==> src/rtl/irq_router_pkg.sv <==
package irq_router_pkg;

  localparam int ENT_VEC_LSB   = 0;
  localparam int ENT_DMODE_LSB = 8;
  localparam int ENT_DSTM_BIT  = 11;
  localparam int ENT_POL_BIT   = 13;
  localparam int ENT_TRIG_BIT  = 15;
  localparam int ENT_MASK_BIT  = 16;
  localparam int ENT_DEST_LSB  = 56;

  localparam logic [7:0] OFF_SELECT = 8'h00;
  localparam logic [7:0] OFF_WINDOW = 8'h10;
  localparam logic [7:0] SEL_ID     = 8'h00;
  localparam logic [7:0] SEL_VER    = 8'h01;
  localparam logic [7:0] SEL_ENTRY0 = 8'h10;

  typedef struct packed {
    logic [7:0] dest;
    logic       dest_mode;
    logic [2:0] dmode;
    logic [7:0] vector;
    logic       polarity;
    logic       trigger;
  } route_msg_t;

  function automatic route_msg_t entry_to_msg(input logic [63:0] ent);
    route_msg_t m;
    m.dest      = ent[ENT_DEST_LSB +: 8];
    m.dest_mode = ent[ENT_DSTM_BIT];
    m.dmode     = ent[ENT_DMODE_LSB +: 3];
    m.vector    = ent[ENT_VEC_LSB +: 8];
    m.polarity  = ent[ENT_POL_BIT];
    m.trigger   = ent[ENT_TRIG_BIT];
    return m;
  endfunction

endpackage

==> src/rtl/irq_route_table.sv <==
module irq_route_table
  import irq_router_pkg::*;
#(
  parameter int NUM_PINS = 24,
  localparam int IDX_W = (NUM_PINS > 1) ? $clog2(NUM_PINS) : 1
) (
  input  logic                       clk,
  input  logic                       rst_n,
  input  logic                       bus_en,
  input  logic                       bus_we,
  input  logic [7:0]                 bus_addr,
  input  logic [31:0]                bus_wdata,
  output logic [31:0]                bus_rdata,
  output logic [NUM_PINS-1:0][63:0]  tbl
);

  localparam logic [31:0] VERSION   = 32'h11 | (32'(NUM_PINS - 1) << 16);
  localparam logic [7:0]  SEL_LIMIT = 8'(16 + 2 * NUM_PINS);
  localparam logic [63:0] ENT_RESET = 64'(1) << ENT_MASK_BIT;

  logic [7:0]  sel_q;
  logic [7:0]  id_q;
  logic [31:0] win_val;
  logic [7:0]  ent_off;
  logic [IDX_W-1:0] ent_idx;
  logic        in_range;
  logic        win_wr;
  logic        win_rd;

  assign win_wr   = bus_en && bus_we && (bus_addr == OFF_WINDOW);
  assign win_rd   = bus_en && !bus_we && (bus_addr == OFF_WINDOW);
  assign in_range = (sel_q >= SEL_ENTRY0) && (sel_q < SEL_LIMIT);
  assign ent_off  = sel_q - SEL_ENTRY0;
  assign ent_idx  = ent_off[IDX_W:1];

  always_ff @(posedge clk or negedge rst_n) begin
    if (!rst_n) begin
      sel_q <= '0;
      id_q  <= '0;
    end else begin
      if (bus_en && bus_we && bus_addr == OFF_SELECT) sel_q <= bus_wdata[7:0];
      if (win_wr && sel_q == SEL_ID) id_q <= bus_wdata[31:24];
    end
  end

  for (genvar gi = 0; gi < NUM_PINS; gi++) begin : g_ent
    localparam logic [7:0] SEL_LO = 8'(16 + 2 * gi);
    localparam logic [7:0] SEL_HI = 8'(17 + 2 * gi);
    always_ff @(posedge clk or negedge rst_n) begin
      if (!rst_n) begin
        tbl[gi] <= ENT_RESET;
      end else if (win_wr) begin
        if (sel_q == SEL_LO) tbl[gi][31:0]  <= bus_wdata;
        if (sel_q == SEL_HI) tbl[gi][63:32] <= bus_wdata;
      end
    end
  end

  always_comb begin
    win_val = '0;
    if (sel_q == SEL_ID)       win_val = {id_q, 24'h0};
    else if (sel_q == SEL_VER) win_val = VERSION;
    else if (in_range)         win_val = sel_q[0] ? tbl[ent_idx][63:32] : tbl[ent_idx][31:0];
  end

  always_ff @(posedge clk or negedge rst_n) begin
    if (!rst_n) begin
      bus_rdata <= '0;
    end else if (bus_en && !bus_we) begin
      if (bus_addr == OFF_SELECT)      bus_rdata <= {24'h0, sel_q};
      else if (bus_addr == OFF_WINDOW) bus_rdata <= win_val;
      else                             bus_rdata <= '0;
    end
  end

  AST_VERSION_READ: assert property (@(posedge clk) disable iff (!rst_n)
    win_rd && sel_q == SEL_VER |=> bus_rdata == VERSION);

  AST_OOR_READ_ZERO: assert property (@(posedge clk) disable iff (!rst_n)
    win_rd && (sel_q >= SEL_LIMIT || (sel_q > SEL_VER && sel_q < SEL_ENTRY0))
    |=> bus_rdata == 32'h0);

  AST_STRAY_OFFSET_ZERO: assert property (@(posedge clk) disable iff (!rst_n)
    bus_en && !bus_we && bus_addr != OFF_SELECT && bus_addr != OFF_WINDOW
    |=> bus_rdata == 32'h0);

endmodule

==> src/rtl/irq_pend_track.sv <==
module irq_pend_track #(
  parameter int NUM_PINS = 24
) (
  input  logic                clk,
  input  logic                rst_n,
  input  logic [NUM_PINS-1:0] irq_in,
  input  logic [NUM_PINS-1:0] lvl_mode,
  input  logic [NUM_PINS-1:0] issue_clr,
  output logic [NUM_PINS-1:0] pend
);

  logic [NUM_PINS-1:0] prev_q;

  always_ff @(posedge clk or negedge rst_n) begin
    if (!rst_n) prev_q <= '0;
    else        prev_q <= irq_in;
  end

  for (genvar gi = 0; gi < NUM_PINS; gi++) begin : g_pin
    logic rise;
    assign rise = irq_in[gi] && !prev_q[gi];

    always_ff @(posedge clk or negedge rst_n) begin
      if (!rst_n)              pend[gi] <= 1'b0;
      else if (lvl_mode[gi])   pend[gi] <= irq_in[gi];
      else if (rise)           pend[gi] <= 1'b1;
      else if (issue_clr[gi])  pend[gi] <= 1'b0;
    end

    AST_EDGE_CLEARS: assert property (@(posedge clk) disable iff (!rst_n)
      issue_clr[gi] && !lvl_mode[gi] && !rise |=> !pend[gi]);

    AST_LEVEL_TRACKS: assert property (@(posedge clk) disable iff (!rst_n)
      lvl_mode[gi] |=> pend[gi] == $past(irq_in[gi]));
  end

endmodule

==> src/rtl/irq_msg_issue.sv <==
module irq_msg_issue
  import irq_router_pkg::*;
#(
  parameter int NUM_PINS = 24,
  localparam int IDX_W = (NUM_PINS > 1) ? $clog2(NUM_PINS) : 1
) (
  input  logic                       clk,
  input  logic                       rst_n,
  input  logic [NUM_PINS-1:0]        cand,
  input  logic [NUM_PINS-1:0][63:0]  tbl,
  input  logic                       msg_ready,
  output logic                       msg_valid,
  output route_msg_t                 msg,
  output logic                       issue_fire,
  output logic [IDX_W-1:0]           issue_idx,
  output logic [NUM_PINS-1:0]        issue_clr
);

  logic slot_free;

  always_comb begin
    issue_idx = '0;
    for (int i = NUM_PINS - 1; i >= 0; i--) begin
      if (cand[i]) issue_idx = IDX_W'(i);
    end
  end

  assign slot_free  = !msg_valid || msg_ready;
  assign issue_fire = slot_free && (|cand);

  for (genvar gi = 0; gi < NUM_PINS; gi++) begin : g_clr
    assign issue_clr[gi] = issue_fire && (issue_idx == IDX_W'(gi));
  end

  always_ff @(posedge clk or negedge rst_n) begin
    if (!rst_n) begin
      msg_valid <= 1'b0;
      msg       <= '0;
    end else if (issue_fire) begin
      msg_valid <= 1'b1;
      msg       <= entry_to_msg(tbl[issue_idx]);
    end else if (msg_ready) begin
      msg_valid <= 1'b0;
    end
  end

  AST_HOLD_STALLED: assert property (@(posedge clk) disable iff (!rst_n)
    msg_valid && !msg_ready |=> msg_valid && $stable(msg));

  AST_ONE_CLEAR: assert property (@(posedge clk) disable iff (!rst_n)
    $onehot0(issue_clr));

endmodule

==> src/rtl/irq_router.sv <==
module irq_router
  import irq_router_pkg::*;
#(
  parameter int NUM_PINS = 24,
  localparam int IDX_W = (NUM_PINS > 1) ? $clog2(NUM_PINS) : 1
) (
  input  logic                clk,
  input  logic                rst_n,
  input  logic                bus_en,
  input  logic                bus_we,
  input  logic [7:0]          bus_addr,
  input  logic [31:0]         bus_wdata,
  output logic [31:0]         bus_rdata,
  input  logic [NUM_PINS-1:0] irq_in,
  output logic                msg_valid,
  input  logic                msg_ready,
  output logic [7:0]          msg_dest,
  output logic                msg_dest_mode,
  output logic [2:0]          msg_dmode,
  output logic [7:0]          msg_vector,
  output logic                msg_polarity,
  output logic                msg_trigger
);

  logic [NUM_PINS-1:0][63:0] tbl;
  logic [NUM_PINS-1:0]       lvl_mode;
  logic [NUM_PINS-1:0]       masked;
  logic [NUM_PINS-1:0]       pend;
  logic [NUM_PINS-1:0]       cand;
  logic [NUM_PINS-1:0]       issue_clr;
  logic [NUM_PINS-1:0]       below;
  logic                      issue_fire;
  logic [IDX_W-1:0]          issue_idx;
  route_msg_t                msg;

  irq_route_table #(.NUM_PINS(NUM_PINS)) u_table (
    .clk(clk), .rst_n(rst_n), .bus_en(bus_en), .bus_we(bus_we),
    .bus_addr(bus_addr), .bus_wdata(bus_wdata), .bus_rdata(bus_rdata), .tbl(tbl)
  );

  for (genvar gi = 0; gi < NUM_PINS; gi++) begin : g_cfg
    assign lvl_mode[gi] = tbl[gi][ENT_TRIG_BIT];
    assign masked[gi]   = tbl[gi][ENT_MASK_BIT];
  end

  irq_pend_track #(.NUM_PINS(NUM_PINS)) u_pend (
    .clk(clk), .rst_n(rst_n), .irq_in(irq_in), .lvl_mode(lvl_mode),
    .issue_clr(issue_clr), .pend(pend)
  );

  assign cand = pend & ~masked;

  irq_msg_issue #(.NUM_PINS(NUM_PINS)) u_issue (
    .clk(clk), .rst_n(rst_n), .cand(cand), .tbl(tbl), .msg_ready(msg_ready),
    .msg_valid(msg_valid), .msg(msg), .issue_fire(issue_fire),
    .issue_idx(issue_idx), .issue_clr(issue_clr)
  );

  assign msg_dest      = msg.dest;
  assign msg_dest_mode = msg.dest_mode;
  assign msg_dmode     = msg.dmode;
  assign msg_vector    = msg.vector;
  assign msg_polarity  = msg.polarity;
  assign msg_trigger   = msg.trigger;

  assign below = (NUM_PINS'(1) << issue_idx) - NUM_PINS'(1);

  AST_LOWEST_FIRST: assert property (@(posedge clk) disable iff (!rst_n)
    issue_fire |-> (pend & ~masked & below) == '0);

  AST_NO_MASKED_ISSUE: assert property (@(posedge clk) disable iff (!rst_n)
    issue_fire |-> pend[issue_idx] && !masked[issue_idx]);

  AST_VECTOR_FROM_ENTRY: assert property (@(posedge clk) disable iff (!rst_n)
    issue_fire |=> msg_vector == $past(tbl[issue_idx][7:0]));

endmodule

==> config.mk <==
export PLATFORM = sky130hd
export DESIGN_NAME = irq_router
export DESIGN_NICKNAME = d
export VERILOG_FILES = /design/src/rtl/irq_router_pkg.sv /design/src/rtl/irq_route_table.sv /design/src/rtl/irq_pend_track.sv /design/src/rtl/irq_msg_issue.sv /design/src/rtl/irq_router.sv
export SDC_FILE = /design/constraint.sdc
export NUM_CORES = 2
export LEC_CHECK = 0
export BUFFER_PORTS_ARGS = -buffer_cell sky130_fd_sc_hd__buf_2
export CAP_MARGIN = 15
export CORE_ASPECT_RATIO = 1.75
export CORE_MARGIN = 2
export CORE_UTILIZATION = 30
export CTS_CLUSTER_SIZE = 14
export DETAILED_ROUTE_END_ITERATION = 8
export PLACE_DENSITY = 0.45
export SYNTH_ARGS = -nofsm -noshare
export SYNTH_HDL_FRONTEND = slang
export SYNTH_SLANG_ARGS = --single-unit
==> constraint.sdc <==
create_clock -name clk -period 6.6 [get_ports clk]
set_clock_uncertainty 0.1 [all_clocks]
set_input_delay 1.32 -clock clk [delete_from_list [all_inputs] [get_ports clk]]
set_output_delay 1.32 -clock clk [all_outputs]
set_load 0.1 [all_outputs]
==> run metrics <==
die extent in y=about 680 um; Rows=248; CP arrival=between 5000 and 6000 ps; worst-skew pair later-pin latency=870 ps; maximum clock rate=212 MHz; max cap viols=0; post-route ant nets=0; Final Hold Viols=0; IO Port Bufs=123; kind of critical path=reg2reg; PnR worst setup slack=1880 ps; busiest grt layer=met2; CP max stage delay=950 ps; number of enable flip-flop cells after synthesis=0; post-cts resize count=0; router iterations before antenna repair=6; GRT overflow=0; clock slew at reported path FFs=60 ps; Synthesized Nets=5,403; grt met3 use=2.53%; sequential share of the synthesized area=a little over half; postcts setup bufs=0; largest net degree at the start of global routing=164; Post-Syn Area per Cell=14.8 um^2; Tcrit/Tclk final=a little over 70%; GR Util met2=36.9%; fin nets=5,318; first-pass GRT wire length=around 400,000 um; GRT Resource Usage Total=a little over a fifth; Worst-Margin Slew=1200 ps; pre-CTS WS=between 1000 and 1500 ps; fraction of layout instances using a drive strength above 1=48.1%; Startpoint Class=flop; number of remaining DRC errors=0; Critical Path, Cell by Cell=nand2b_1, nand3_1, a21oi_1, o221ai_2, a31oi_4, buf_4, mux2i_1, a221oi_1, nor4_1, o211ai_1; Synth Register Bits=1,655; CTS tree=done; CP required=7210 ps; min Tclk post-route=4720 ps; status=complete, no violations; Power Density=255 nW/um^2; CTS root buf=clkbuf_16; wire length per cell=between 30 and 40 um; maximum VDD drop=~0.21 mV; RSZ-0062 raised after global routing=no; vias=48,007; ys flop type=dfrtp_1; Hold Crit Class=in2async; clock buffer depth=4; Synth cell types=55; share of synthesized registers carrying an async set or reset=100%; Pins Over Slew Limit=0; Slew headroom=19.9%; Post-Syn Area=between 70,000 and 80,000 um^2; Die Footprint=267,000 um^2; Final setup violation count=0; CTS buffer count=172; initial antenna violation count=27; commonest non-fill, non-tap cells in the layout=1,626 x dfrtp_1, 1,465 x mux2_2, 480 x mux4_2; number of global-route vias before repair=50,903; top-level I/O count=about 120; via/cell ratio=5.41; leakage=40.5 nW; placer congestion estimate=0.798; 1st-iter DRT viols=around 3,400; crit-path max FO=40; hold_buf cts=0; Crit. End Element=flop; Starting Density=30.2%; CTS H-tree lvls=4; Post-DP HPWL=around 170,000 um; slowest stage cell, crit path=a31oi_4; CTS sink cnt=1,655; die width=391 um; setup TNS=0 ps; Synth Warn #=0; core area=261,000 um^2; Post-Route WL=281,000 um; commonest non-fill, non-tap cell in the layout=dfrtp_1; Cells after Synth=approximately 5,300; met1 usage in global routing=27.0%; Syn-to-layout area delta=13.2%
-- registers in the layout, summed over array words and instances, names as in the netlist --
register	cells
u_table.tbl	1536
u_table.bus_rdata	32
u_pend.pend	24
u_pend.prev_q	24
u_issue.msg	22
u_table.id_q	8
u_table.sel_q	8
u_issue.msg_valid	1
-- stage by stage --
stage          cell area (um^2)  hold slack (ps)  power [mW]  std cells  util, %
3_3_place_gp              83600              362        13.0       8571     32.0
3_5_place_dp              83600              368        13.0       8571     32.0
4_1_cts                   89100              383        23.1       8873     34.2
6_report                  89100              357        22.7       8881     34.2
5_1_grt                   89100              378        23.5       8874     34.2
2_1_floorplan             78700              352        11.8       5330        -
-- worst max-delay path: cells and delay by family (launching register included) --
kind            cells  cell delay, ps
simple gates        3             540
buf+inv             1             760
compound gates      5            2400
mux                 1             170
flops               1             550
-- cells by family after synthesis --
group	share of synthesized area, %
buf+inv	3.03
flops	52.6
compound gates	3.75
mux	37.5
simple gates	3.04
fa+ha+maj	0.0636
-- power by group --
group | leakage [nW] | total, mW | switching, mW | internal (mW)
combinational | 14.9 | 2.51 | 1.98 | 0.536
sequential | 22.8 | 10.3 | 0.0758 | 10.2
clock | 2.74 | 9.96 | 4.34 | 5.61
total | 40.5 | 22.7 | 6.40 | 16.3
-- cell type report --
cell class                 instances  area [um^2]
tap                             3500         4380
multi-input combinational       3116        35300
fill                           25338       172000
clock inverter                    37          363
antenna                            8         20.0
sequential                      1655        41500
timing repair buffer             274         2280
inverter                          26         97.6
clock buffer                     265         5200
-- worst paths after layout --
path / from / to / slack [ps] / cells after the start
setup / recovery: u_table.tbl[1104]$_DFFE_PN1P_ / u_issue.msg[13]$_DFFE_PN0P_ / 1880 / 10
hold / removal: rst_n / u_table.tbl[391]$_DFFE_PN0P_ / 360 / 1
setup reg to reg: u_table.tbl[1104]$_DFFE_PN1P_ / u_issue.msg[13]$_DFFE_PN0P_ / 1880 / 10
hold reg to reg: u_table.bus_rdata[23]$_DFFE_PN0P_ / u_table.bus_rdata[23]$_DFFE_PN0P_ / 380 / 2
max in group asynchronous: rst_n / u_table.tbl[1110]$_DFFE_PN0P_ / 4360 / 2
min in group clk: u_table.bus_rdata[23]$_DFFE_PN0P_ / u_table.bus_rdata[23]$_DFFE_PN0P_ / 380 / 2
-- cell usage after synthesis, drive strengths merged, types with 2 or more instances --
cell    instances  area [um^2]
mux2         1582        17800
nand2         278         1040
a32oi           8         70.1
nor4           27          184
o22a            3         26.3
nand4           3         25.0
a311oi         11         96.3
and3            8         50.1
nand2b         37          231
nor2           54          203
nand3          23          115
buf           238         1180
inv            26         97.6
or4             2         15.0
o211ai         22          165
clkbuf        295         1110
nor3           15         80.1
and2            7         43.8
o221ai         12          111
o21ai          93          465
mux2i          88          881
a221oi         88          771
or3             9         56.3
dfrtp        1631        40800
a31oi          22          138
or2             4         25.0
a21oi         123          616
mux4          480        10800
a22oi          54          405
dfstp          24          631
nor2b          43          269
nor4b           2         17.5
a21o            3         22.5
ha              4         50.1
-- per-layer routing --
metal  part of all wire [%]  up-vias
met1                     42    26707
met2                     51     1134
li1                       -    19739
met4                    3.3        8
met3                    3.7      419
met5                  0.021        -
Power figures use the tool's default switching activity.
